File: config.mk
export PLATFORM = sky130hd
export DESIGN_NAME = cfg_store
export DESIGN_NICKNAME = d
export VERILOG_FILES = /design/src/rtl/cfgs_pkg.sv /design/src/rtl/cfgs_array.sv /design/src/rtl/cfgs_sig.sv /design/src/rtl/cfgs_ctrl.sv /design/src/rtl/cfg_store.sv
export SDC_FILE = /design/constraint.sdc
export NUM_CORES = 1
export LEC_CHECK = 0
export BUFFER_PORTS_ARGS = -buffer_cell sky130_fd_sc_hd__buf_2
export CAP_MARGIN = 30
export CELL_PAD_IN_SITES_DETAIL_PLACEMENT = 1
export CELL_PAD_IN_SITES_GLOBAL_PLACEMENT = 1
export CORE_UTILIZATION = 45
export CTS_CLUSTER_SIZE = 20
export DETAILED_ROUTE_END_ITERATION = 10
export HOLD_SLACK_MARGIN = 0.08
export PLACE_DENSITY = 0.71
export SLEW_MARGIN = 40
export SYNTH_ARGS = -nofsm -noshare
export SYNTH_HDL_FRONTEND = slang
export SYNTH_HIERARCHICAL = 1
export SYNTH_SLANG_ARGS = --single-unit
File: constraint.sdc
create_clock -name clk -period 30.2 [get_ports clk]
set_clock_uncertainty 0.05 [all_clocks]
set_input_delay 7.55 -clock clk [delete_from_list [all_inputs] [get_ports clk]]
set_output_delay 7.55 -clock clk [all_outputs]
set_load 0.02 [all_outputs]
File: src/rtl/cfgs_pkg.sv
package cfgs_pkg;

  typedef enum logic [2:0] {
    OP_NOP       = 3'd0,
    OP_ERASE     = 3'd1,
    OP_PROG      = 3'd2,
    OP_VERIFY    = 3'd3,
    OP_LOCK      = 3'd4,
    OP_SIG_WR    = 3'd5,
    OP_SIG_RD    = 3'd6,
    OP_PROG_LOCK = 3'd7
  } op_e;

  typedef enum logic {
    ST_IDLE  = 1'b0,
    ST_ERASE = 1'b1
  } state_e;

endpackage

File: src/rtl/cfgs_array.sv
module cfgs_array #(
  parameter int ROWS   = 12,
  parameter int WORD_W = 32,
  parameter int ADDR_W = 4
) (
  input  logic              clk,
  input  logic              rst_n,
  input  logic              clr_i,
  input  logic              wr_i,
  input  logic [ADDR_W-1:0] addr_i,
  input  logic [WORD_W-1:0] wdata_i,
  output logic [WORD_W-1:0] rdata_o
);

  logic [WORD_W-1:0] mem_q [ROWS];
  logic [WORD_W-1:0] mem_d [ROWS];
  logic [ROWS-1:0]   row_en;

  always_comb begin
    for (int r = 0; r < ROWS; r++) begin
      row_en[r] = clr_i || (wr_i && (addr_i == ADDR_W'(r)));
      mem_d[r]  = clr_i ? '0 : (mem_q[r] | wdata_i);
    end
  end

  always_ff @(posedge clk or negedge rst_n) begin
    if (!rst_n) begin
      for (int r = 0; r < ROWS; r++) mem_q[r] <= '0;
    end else begin
      for (int r = 0; r < ROWS; r++) begin
        if (row_en[r]) mem_q[r] <= mem_d[r];
      end
    end
  end

  always_comb begin
    rdata_o = '0;
    for (int r = 0; r < ROWS; r++) begin
      if (addr_i == ADDR_W'(r)) rdata_o = mem_q[r];
    end
  end

  // outside an erase, no stored connection ever opens
  for (genvar g = 0; g < ROWS; g++) begin : g_chk
    a_r3_prog_never_opens: assert property (@(posedge clk) disable iff (!rst_n)
      !$past(clr_i) |-> ((mem_q[g] & $past(mem_q[g])) == $past(mem_q[g])));
    // an erase leaves every word open
    a_r4_erase_opens_row: assert property (@(posedge clk) disable iff (!rst_n)
      clr_i |=> (mem_q[g] == '0));
  end

endmodule

File: src/rtl/cfgs_sig.sv
module cfgs_sig #(
  parameter int PARTS  = 2,
  parameter int WORD_W = 32,
  parameter int SEL_W  = 1
) (
  input  logic              clk,
  input  logic              rst_n,
  input  logic              clr_i,
  input  logic              wr_i,
  input  logic [SEL_W-1:0]  sel_i,
  input  logic [WORD_W-1:0] wdata_i,
  output logic [WORD_W-1:0] rdata_o
);

  logic [WORD_W-1:0] part_q [PARTS];
  logic [WORD_W-1:0] part_d [PARTS];
  logic [PARTS-1:0]  part_en;

  always_comb begin
    for (int p = 0; p < PARTS; p++) begin
      part_en[p] = clr_i || (wr_i && (sel_i == SEL_W'(p)));
      part_d[p]  = clr_i ? '0 : wdata_i;
    end
  end

  always_ff @(posedge clk or negedge rst_n) begin
    if (!rst_n) begin
      for (int p = 0; p < PARTS; p++) part_q[p] <= '0;
    end else begin
      for (int p = 0; p < PARTS; p++) begin
        if (part_en[p]) part_q[p] <= part_d[p];
      end
    end
  end

  always_comb begin
    rdata_o = '0;
    for (int p = 0; p < PARTS; p++) begin
      if (sel_i == SEL_W'(p)) rdata_o = part_q[p];
    end
  end

  // erase wipes the signature
  for (genvar g = 0; g < PARTS; g++) begin : g_chk
    a_r4_sig_wiped: assert property (@(posedge clk) disable iff (!rst_n)
      clr_i |=> (part_q[g] == '0));
  end

endmodule

File: src/rtl/cfgs_ctrl.sv
module cfgs_ctrl
  import cfgs_pkg::*;
#(
  parameter int ROWS         = 12,
  parameter int WORD_W       = 32,
  parameter int ADDR_W       = 4,
  parameter int ERASE_CYCLES = 64
) (
  input  logic              clk,
  input  logic              rst_n,
  input  logic              cmd_valid_i,
  input  op_e               cmd_op_i,
  input  logic [ADDR_W-1:0] cmd_addr_i,
  input  logic [WORD_W-1:0] arr_rdata_i,
  input  logic [WORD_W-1:0] sig_rdata_i,
  output logic              arr_wr_o,
  output logic              clr_o,
  output logic              sig_wr_o,
  output logic              busy_o,
  output logic              done_o,
  output logic              err_o,
  output logic [WORD_W-1:0] rdata_o
);

  localparam int CNT_W = $clog2(ERASE_CYCLES) + 1;
  localparam logic [CNT_W-1:0]  CNT_LOAD = CNT_W'(ERASE_CYCLES - 1);
  localparam logic [ADDR_W:0]   ROWS_L   = (ADDR_W + 1)'(ROWS);

  state_e            state_q, state_d;
  logic [CNT_W-1:0]  cnt_q, cnt_d;
  logic              lock_q, lock_d;
  logic              done_q, done_d;
  logic              err_q, err_d;
  logic [WORD_W-1:0] rdata_q, rdata_d;
  logic              acc, addr_ok, rsp_en, cnt_en, lock_en;

  assign acc     = cmd_valid_i && (state_q == ST_IDLE);
  assign addr_ok = {1'b0, cmd_addr_i} < ROWS_L;

  always_comb begin
    state_d  = state_q;
    cnt_d    = cnt_q;
    lock_d   = lock_q;
    done_d   = 1'b0;
    err_d    = 1'b0;
    rdata_d  = '0;
    arr_wr_o = 1'b0;
    sig_wr_o = 1'b0;
    clr_o    = 1'b0;
    if (state_q == ST_ERASE) begin
      if (cnt_q == '0) begin
        state_d = ST_IDLE;
        clr_o   = 1'b1;
        lock_d  = 1'b0;
        done_d  = 1'b1;
      end else begin
        cnt_d = cnt_q - 1'b1;
      end
    end else if (cmd_valid_i) begin
      unique case (cmd_op_i)
        OP_ERASE: begin
          state_d = ST_ERASE;
          cnt_d   = CNT_LOAD;
        end
        OP_PROG, OP_PROG_LOCK: begin
          done_d = 1'b1;
          if (lock_q || !addr_ok) begin
            err_d = 1'b1;
          end else begin
            arr_wr_o = 1'b1;
            if (cmd_op_i == OP_PROG_LOCK) lock_d = 1'b1;
          end
        end
        OP_VERIFY: begin
          done_d = 1'b1;
          if (lock_q || !addr_ok) err_d = 1'b1;
          else rdata_d = arr_rdata_i;
        end
        OP_LOCK: begin
          done_d = 1'b1;
          lock_d = 1'b1;
        end
        OP_SIG_WR: begin
          done_d   = 1'b1;
          sig_wr_o = 1'b1;
        end
        OP_SIG_RD: begin
          done_d  = 1'b1;
          rdata_d = sig_rdata_i;
        end
        default: ;
      endcase
    end
  end

  assign rsp_en  = done_d || done_q;
  assign cnt_en  = (state_q == ST_ERASE) || acc;
  assign lock_en = lock_d != lock_q;

  always_ff @(posedge clk or negedge rst_n) begin
    if (!rst_n) begin
      state_q <= ST_IDLE;
      cnt_q   <= '0;
      lock_q  <= 1'b0;
      done_q  <= 1'b0;
      err_q   <= 1'b0;
      rdata_q <= '0;
    end else begin
      state_q <= state_d;
      done_q  <= done_d;
      if (cnt_en)  cnt_q  <= cnt_d;
      if (lock_en) lock_q <= lock_d;
      if (rsp_en) begin
        err_q   <= err_d;
        rdata_q <= rdata_d;
      end
    end
  end

  assign busy_o  = (state_q == ST_ERASE);
  assign done_o  = done_q;
  assign err_o   = err_q;
  assign rdata_o = rdata_q;

  // no completion while an erase still has cycles to run
  a_r5_quiet_mid_erase: assert property (@(posedge clk) disable iff (!rst_n)
    (busy_o && cnt_q != '0) |=> !done_o);
  // a verify on a locked store answers with an error and zero data
  a_r7_locked_verify_refused: assert property (@(posedge clk) disable iff (!rst_n)
    (acc && lock_q && cmd_op_i == OP_VERIFY) |=> (done_o && err_o && rdata_o == '0));
  // the lock falls only at the end of an erase
  a_r8_lock_only_by_erase: assert property (@(posedge clk) disable iff (!rst_n)
    $fell(lock_q) |-> $past(clr_o));
  // a single-cycle command answers on the next cycle
  a_r2_prompt_done: assert property (@(posedge clk) disable iff (!rst_n)
    (acc && cmd_op_i != OP_NOP && cmd_op_i != OP_ERASE) |=> done_o);
  // a no-operation leaves no completion behind
  a_r11_nop_silent: assert property (@(posedge clk) disable iff (!rst_n)
    (acc && cmd_op_i == OP_NOP) |=> !done_o);

endmodule

File: src/rtl/cfg_store.sv
module cfg_store
  import cfgs_pkg::*;
#(
  parameter int ROWS         = 12,
  parameter int WORD_W       = 32,
  parameter int ADDR_W       = 4,
  parameter int SIG_W        = 64,
  parameter int ERASE_CYCLES = 64
) (
  input  logic              clk,
  input  logic              rst_n,
  input  logic              cmd_valid,
  input  logic [2:0]        cmd_op,
  input  logic [ADDR_W-1:0] cmd_addr,
  input  logic [WORD_W-1:0] cmd_wdata,
  output logic              busy,
  output logic              done,
  output logic              err,
  output logic [WORD_W-1:0] rdata
);

  localparam int SIG_PARTS = SIG_W / WORD_W;
  localparam int SEL_W     = (SIG_PARTS > 1) ? $clog2(SIG_PARTS) : 1;

  logic              rst_meta, rst_s;
  logic [WORD_W-1:0] arr_rdata, sig_rdata;
  logic              arr_wr, clr, sig_wr;

  always_ff @(posedge clk or negedge rst_n) begin
    if (!rst_n) begin
      rst_meta <= 1'b0;
      rst_s    <= 1'b0;
    end else begin
      rst_meta <= 1'b1;
      rst_s    <= rst_meta;
    end
  end

  cfgs_ctrl #(
    .ROWS(ROWS), .WORD_W(WORD_W), .ADDR_W(ADDR_W), .ERASE_CYCLES(ERASE_CYCLES)
  ) u_ctrl (
    .clk(clk), .rst_n(rst_s),
    .cmd_valid_i(cmd_valid), .cmd_op_i(op_e'(cmd_op)), .cmd_addr_i(cmd_addr),
    .arr_rdata_i(arr_rdata), .sig_rdata_i(sig_rdata),
    .arr_wr_o(arr_wr), .clr_o(clr), .sig_wr_o(sig_wr),
    .busy_o(busy), .done_o(done), .err_o(err), .rdata_o(rdata)
  );

  cfgs_array #(.ROWS(ROWS), .WORD_W(WORD_W), .ADDR_W(ADDR_W)) u_array (
    .clk(clk), .rst_n(rst_s), .clr_i(clr), .wr_i(arr_wr),
    .addr_i(cmd_addr), .wdata_i(cmd_wdata), .rdata_o(arr_rdata)
  );

  cfgs_sig #(.PARTS(SIG_PARTS), .WORD_W(WORD_W), .SEL_W(SEL_W)) u_sig (
    .clk(clk), .rst_n(rst_s), .clr_i(clr), .wr_i(sig_wr),
    .sel_i(cmd_addr[SEL_W-1:0]), .wdata_i(cmd_wdata), .rdata_o(sig_rdata)
  );

endmodule

**Word-level counts from Yosys, hierarchy flattened**

Cells that the tools add are included.

- Add/subtract/negate cells: 1
- Bitwise gates (word level): 14
- Magnitude comparators: 1
- Reductions and logical operators: 41
- $mul: 0
- Multiplexer cells: 60
- Divide/modulo/power cells: 0
- Shift operators: 0
- Equal/unequal tests: 20

Operators by type and width:

| kind | number |
|---|---|
| two-way mux 32 bit | 29 |
| bitwise OR 32 bit | 12 |
| case mux 32 bit (2 select lines) | 1 |
| two-way mux 7 bit | 4 |
| two-way mux 1 bit | 25 |
| logical OR 1 bit | 17 |
| equality test 4 x 3 -> 1 bit (second input constant) | 4 |
| equality test 4 bit (second input constant) | 4 |
| logical AND 1 bit | 15 |
| equality test 3 bit (second input constant) | 4 |
| equality test 4 x 2 -> 1 bit (second input constant) | 2 |
| logical NOT 7 bit | 1 |
| subtractor 7 x 1 -> 7 bit (second input constant) | 1 |
| equality test 3 x 2 -> 1 bit (second input constant) | 2 |
| OR reduction 6 bit | 1 |
| equality test 4 x 1 -> 1 bit (second input constant) | 1 |
| logical NOT 4 bit | 1 |
| less-than comparator 4 bit (second input constant) | 1 |
| AND reduction 4 bit | 1 |
| nonzero test 2 bit | 2 |
| equality test 3 x 1 -> 1 bit (second input constant) | 1 |
| OR reduction 3 bit | 1 |
| != test 2 bit (second input constant) | 1 |
| NOT 1 bit | 2 |
| 4 further kinds | 4 |

- Output and inout bits: 35
- Word-level logic and storage cells: 159
- Bits in read-only memories: 0
- RAM bits: 0
- Input port bits: 42
- Bits in latches: 0
- Memories kept: 0
- Bits in registers: 493

**Depth between registers and ports, before layout**

- Depth in word-level cells: 17
- Depth in mapped cells: 10
- Depth with buffers taken out: 7

**Modules after synthesis**

The synthesis kept the hierarchy.

Modules (own cells, without submodules):

| module | sequential area each (µm²) | instances | cells each | area an instance (µm²) |
|---|---|---|---|---|
| cfgs_array | 9609.2 | 1 | 1789 | 17433.0 |
| cfgs_sig | 1601.5 | 1 | 281 | 3374.5 |
| cfgs_ctrl | 1076.0 | 1 | 181 | 2026.9 |
| cfg_store | 50.0 | 1 | 3 | 53.8 |

**Worst setup path after synthesis**

Ideal clock, no wire load.

- Path type: in2reg
- Start: in cmd_addr[2]
- End: reg u_ctrl.rdata_q[0], in the netlist u_ctrl/rdata_o[0]
- Cell stages on the path: 8
- Required time: 30.020 ns
- Library setup time: 0.130 ns
- Setup slack: 21.081 ns
- Buffers on the path: 2
- Arrival: 8.939 ns
- Cells stage by stage: buf_4 and3b_1 buf_6 a311o_1 nor4_1 o22ai_1 a22oi_1 o2bb2ai_1

- Longest elaborated chain between the ends: 17
- Elaborated cells between the ends (all ways): 31
- Those cells by class: order compare: 1; eq/ne: 11; mux: 16; reduce/logical: 3

RTL lines:

| what | line | RTL |
|---|---|---|
| start, declared | cfg_store.sv:14 | `input logic [ADDR_W-1:0] cmd_addr,` |
| logical NOT 4 bit | cfgs_array.sv:39 | `if (addr_i == ADDR_W'(r)) rdata_o = mem_q[r];` |
| two-way mux 32 bit (11 in series) | cfgs_array.sv:39 |  |
| two-way mux 32 bit (*) | cfgs_array.sv:39 |  |
| net arr_rdata[0] | cfg_store.sv:26 | `logic [WORD_W-1:0] arr_rdata, sig_rdata;` |
| two-way mux 32 bit (*) | cfgs_ctrl.sv:76 | `if (lock_q \|\| !addr_ok) err_d = 1'b1;` |
| case mux 32 bit (2 select lines) (*) | cfgs_ctrl.sv:60 | `unique case (cmd_op_i)` |
| two-way mux 32 bit (*) | cfgs_ctrl.sv:59 | `end else if (cmd_valid_i) begin` |
| two-way mux 32 bit (*) | cfgs_ctrl.sv:50 | `if (state_q == ST_ERASE) begin` |
| end signal, assigned | cfgs_ctrl.sv:115 | `rdata_q <= rdata_d;` |
| end, declared | cfgs_ctrl.sv:34 | `logic [WORD_W-1:0] rdata_q, rdata_d;` |

Mark *: on every way through the listed nets, which the timed path passes. The rest lies on a longest branch.
A chain may end at the register's enable or synchronous reset.

**Worst setup path after layout**

- Start: in cmd_addr[1]
- End: reg u_ctrl.rdata_q[8], in the netlist u_ctrl/rdata_o[8]

The elaborated chain is that of the path after synthesis.

==> results.md <==
* Switching power at about 0.0005 W
* Via count at approximately 18000
* H-tree levels at 2
* TNS Setup at 0 ns
* Drt pass-1 iters at 5
* GRT Util Overall at 30.2%
* Hold Crit Class: reg2async
* Comb pwr share at between 10% and 20%
* Clk buf depth at 3
* Minimum clock period at roughly 10 ns
* DIE AREA at 51800 µm²
* Post-synthesis register bit count at slightly below 500
* Nets at 2257
* Crit-path max FO at between 40 and 50
* P&R area growth vs syn at 11.4%
* Switching Fraction at between 20% and 30%
* Remaining Overflow, GRT at 0
* Placed Area at approximately 24000 µm²
* RSZ-0062 raised after global routing: no
* Post-CTS sizing at 0
* Top-area cell type share of the netlist area at 53.9%
* Mapped Area at 22900 µm²
* Die width at 228 µm
* Clk pin slew, worst setup/hold paths at about 0.06 ns
* Primary flip-flop cell chosen by synthesis mapping: dfrtp_1
* Int Pwr at 0.00125 W
* Worst VDD drop at around 0.04 mV
* Post-Route WL at 76400 µm
* Root buffer cell: clkbuf_16
* CORE AREA at ~50000 µm²
* Yosys cell types at between 70 and 80
* Initial antenna violation count at 1
* CP required at around 30 ns
* Setup CP Type: in2reg
* Element type at the critical path end: register
* Post-synth EDFFs at 0
* Outcome: finished clean
* Area leader, netlist: dfrtp_1
* Setup slack after layout at 19.79 ns
* Synth area leaders: dfrtp_1 (54%), a21oi_1 (9.2%), nor2_1 (7.4%), mux2i_1 (4.3%), mux2_2 (3.2%)
* Slew HR at about 39%
* Warnings from Yosys at 6
* 1st-iter DRT viols at 1607
* Final Hold Viols at 0
* Initial Util at a little under half
* PwrDens at about 68 nW/µm²
* Global-route wire length before repair at 117000 µm
* Count leader, synth: dfrtp_1
* DR vias/cell at approximately 6.1
* Async SR Flop Fraction at between 90% and 100%
* Final instance area at approximately 25000 µm²
* # IOs at 77
* Crit path DAT at 10.83 ns
* Most instantiated cells after synthesis: dfrtp_1 (493), nor2_1 (452), a21oi_1 (419), nand2b_1 (112), clkbuf_1 (108)
* Place WS at roughly 19 ns
* CTS tree: done
* Final slew viol count at 0
* Worst Max-Slew Pin Slew at 0.919 ns
* Count of input and output buffers at between 70 and 80
* Part of the cycle the worst path needs at 34.5%
* HPWL Detailed at 44900 µm
* CTS Sinks at 493
* Worst hold slack at approximately 0.23 ns
* Highest clock rate at between 90 and 100 MHz
* Die span in y at 228 µm
* Worst setup SP type: primary input
* Synthesized Nets at ~2300
* Avg Inst Size Synth at just over 10 µm²
* N_diodes at 0
* Static Leakage at ~12 nW
* Register share of total power at 44.8%
* DR DRC count at 0
* Post-CTS Setup Bufs at 0
* Vias in the first global route at ~19000
* Setup-failing EPs final at 0
* Clock Latency Late Sink at a little over 0.6 ns
* Routed WL per cell at approximately 26 µm
* Power share of the clock group at between 40% and 50%
* Largest net degree at the start of global routing at 198
* Sequential element share of the synthesized area at between 50 and 60%
* Routability cong. at ~0.79
* Max-Cap Viols at 0
* CTS Buf Count at 54
* DRT antenna net count at 0
* Row count at slightly above 80
* Cells after Synth at between 2000 and 2500
* Layout cells sized above 1 at 14.4%
* Hold Buf Count CTS at 0
registers in the layout (all words and copies together), names as in the netlist:
name,flops
u_ctrl/done_o,1
rst_s,1
u_ctrl/rdata_o,32
u_sig/part_q,64
u_ctrl/busy_o,1
rst_meta,1
u_ctrl/err_o,1
u_ctrl/cnt_q,7
u_ctrl/lock_q,1
u_array/mem_q,384
through the flow:
step / util [%] / instances / total power (W)
finish: 50.8 / 2925 / 0.00174
global route: 50.8 / 2925 / 0.00181
detailed placement: 46.9 / 2826 / 0.00105
global placement: 46.6 / 2821 / 0.00103
CTS: 50.6 / 2922 / 0.00175
floorplan: - / 2254 / 0.000950
layer usage:
metal	track usage, %	part of all wire [%]	up-vias
met3	5.03	6.2	131
met4	8.59	2.6	0
li1	-	-	7764
met2	46.2	45	601
met5	0	0	-
met1	44.0	46	9452
power by group through the flow:
stage / registers [W] / logic (W) / clock network [W]
2_1_floorplan: 0.000795 / 0.000154 / 0
3_3_place_gp: 0.000784 / 0.000244 / 0
3_5_place_dp: 0.000789 / 0.000259 / 0
4_1_cts: 0.000778 / 0.000261 / 0.000708
5_1_grt: 0.000787 / 0.000286 / 0.000735
6_report: 0.000780 / 0.000265 / 0.000696
final timing paths:
path / to / slack [ns] / startpoint / cells after the start
worst max-delay path: u_ctrl/rdata_o[8] / 19.79 / cmd_addr[1] / 8
worst min-delay path: u_array/mem_q[261] / 0.23 / rst_s / 0
worst max register to register: u_array/mem_q[10] / 26.62 / u_ctrl/busy_o / 8
worst min register to register: u_array/mem_q[261] / 0.23 / rst_s / 0
max in group asynchronous: rst_s / 23.33 / rst_n / 1
min in group clk: rst_s / 0.30 / rst_meta / 0
cell type report:
cell class                 instances  area (µm²)
inverter                          11        41.3
clock buffer                      86        1740
sequential                       493       12300
clock inverter                    10         150
multi-input combinational       1536        9510
timing repair buffer             117         868
tap                              672         841
fill                            5477       24700
worst max-delay path, stage by stage:
cell and delay, ns:
buf_4 0.53, buf_4 0.72, inv_2 0.55, nor2_4 0.83, nand2_1 0.10, a22o_1 0.23, a22oi_1 0.16, o2bb2ai_1 0.09
cell usage in the layout (no fill, tap or decap), drive strengths merged, types with 6 or more instances in the layout:
master	n
o21ai	37
nand3b	6
a22o	10
o22ai	12
dfrtp	493
mux2	68
clkinv	6
nor3	7
nor3b	6
mux2i	99
a21o	7
a22oi	51
nor2	460
o211ai	8
inv	11
a211oi	11
clkbuf	88
mux4	24
or3b	7
buf	115
o221ai	10
o311ai	13
a21oi	419
nor2b	15
o2bb2ai	46
nand2b	113
nand2	34
nor4	8
cell families (layout without fill, tap and decap cells):
group / after synthesis / after routing / synth area share [%]
other cells: 1 / 1 / 0.0164
xor+xnor: 1 / 1 / 0.0383
fa+ha+maj: 2 / 2 / 0.109
buf+inv: 225 / 224 / 4.88
mux: 191 / 191 / 10.0
flops: 493 / 493 / 53.9
simple gates: 690 / 690 / 14.1
compound gates: 651 / 651 / 16.9
Note: power is estimated with default switching activity, not from simulation.
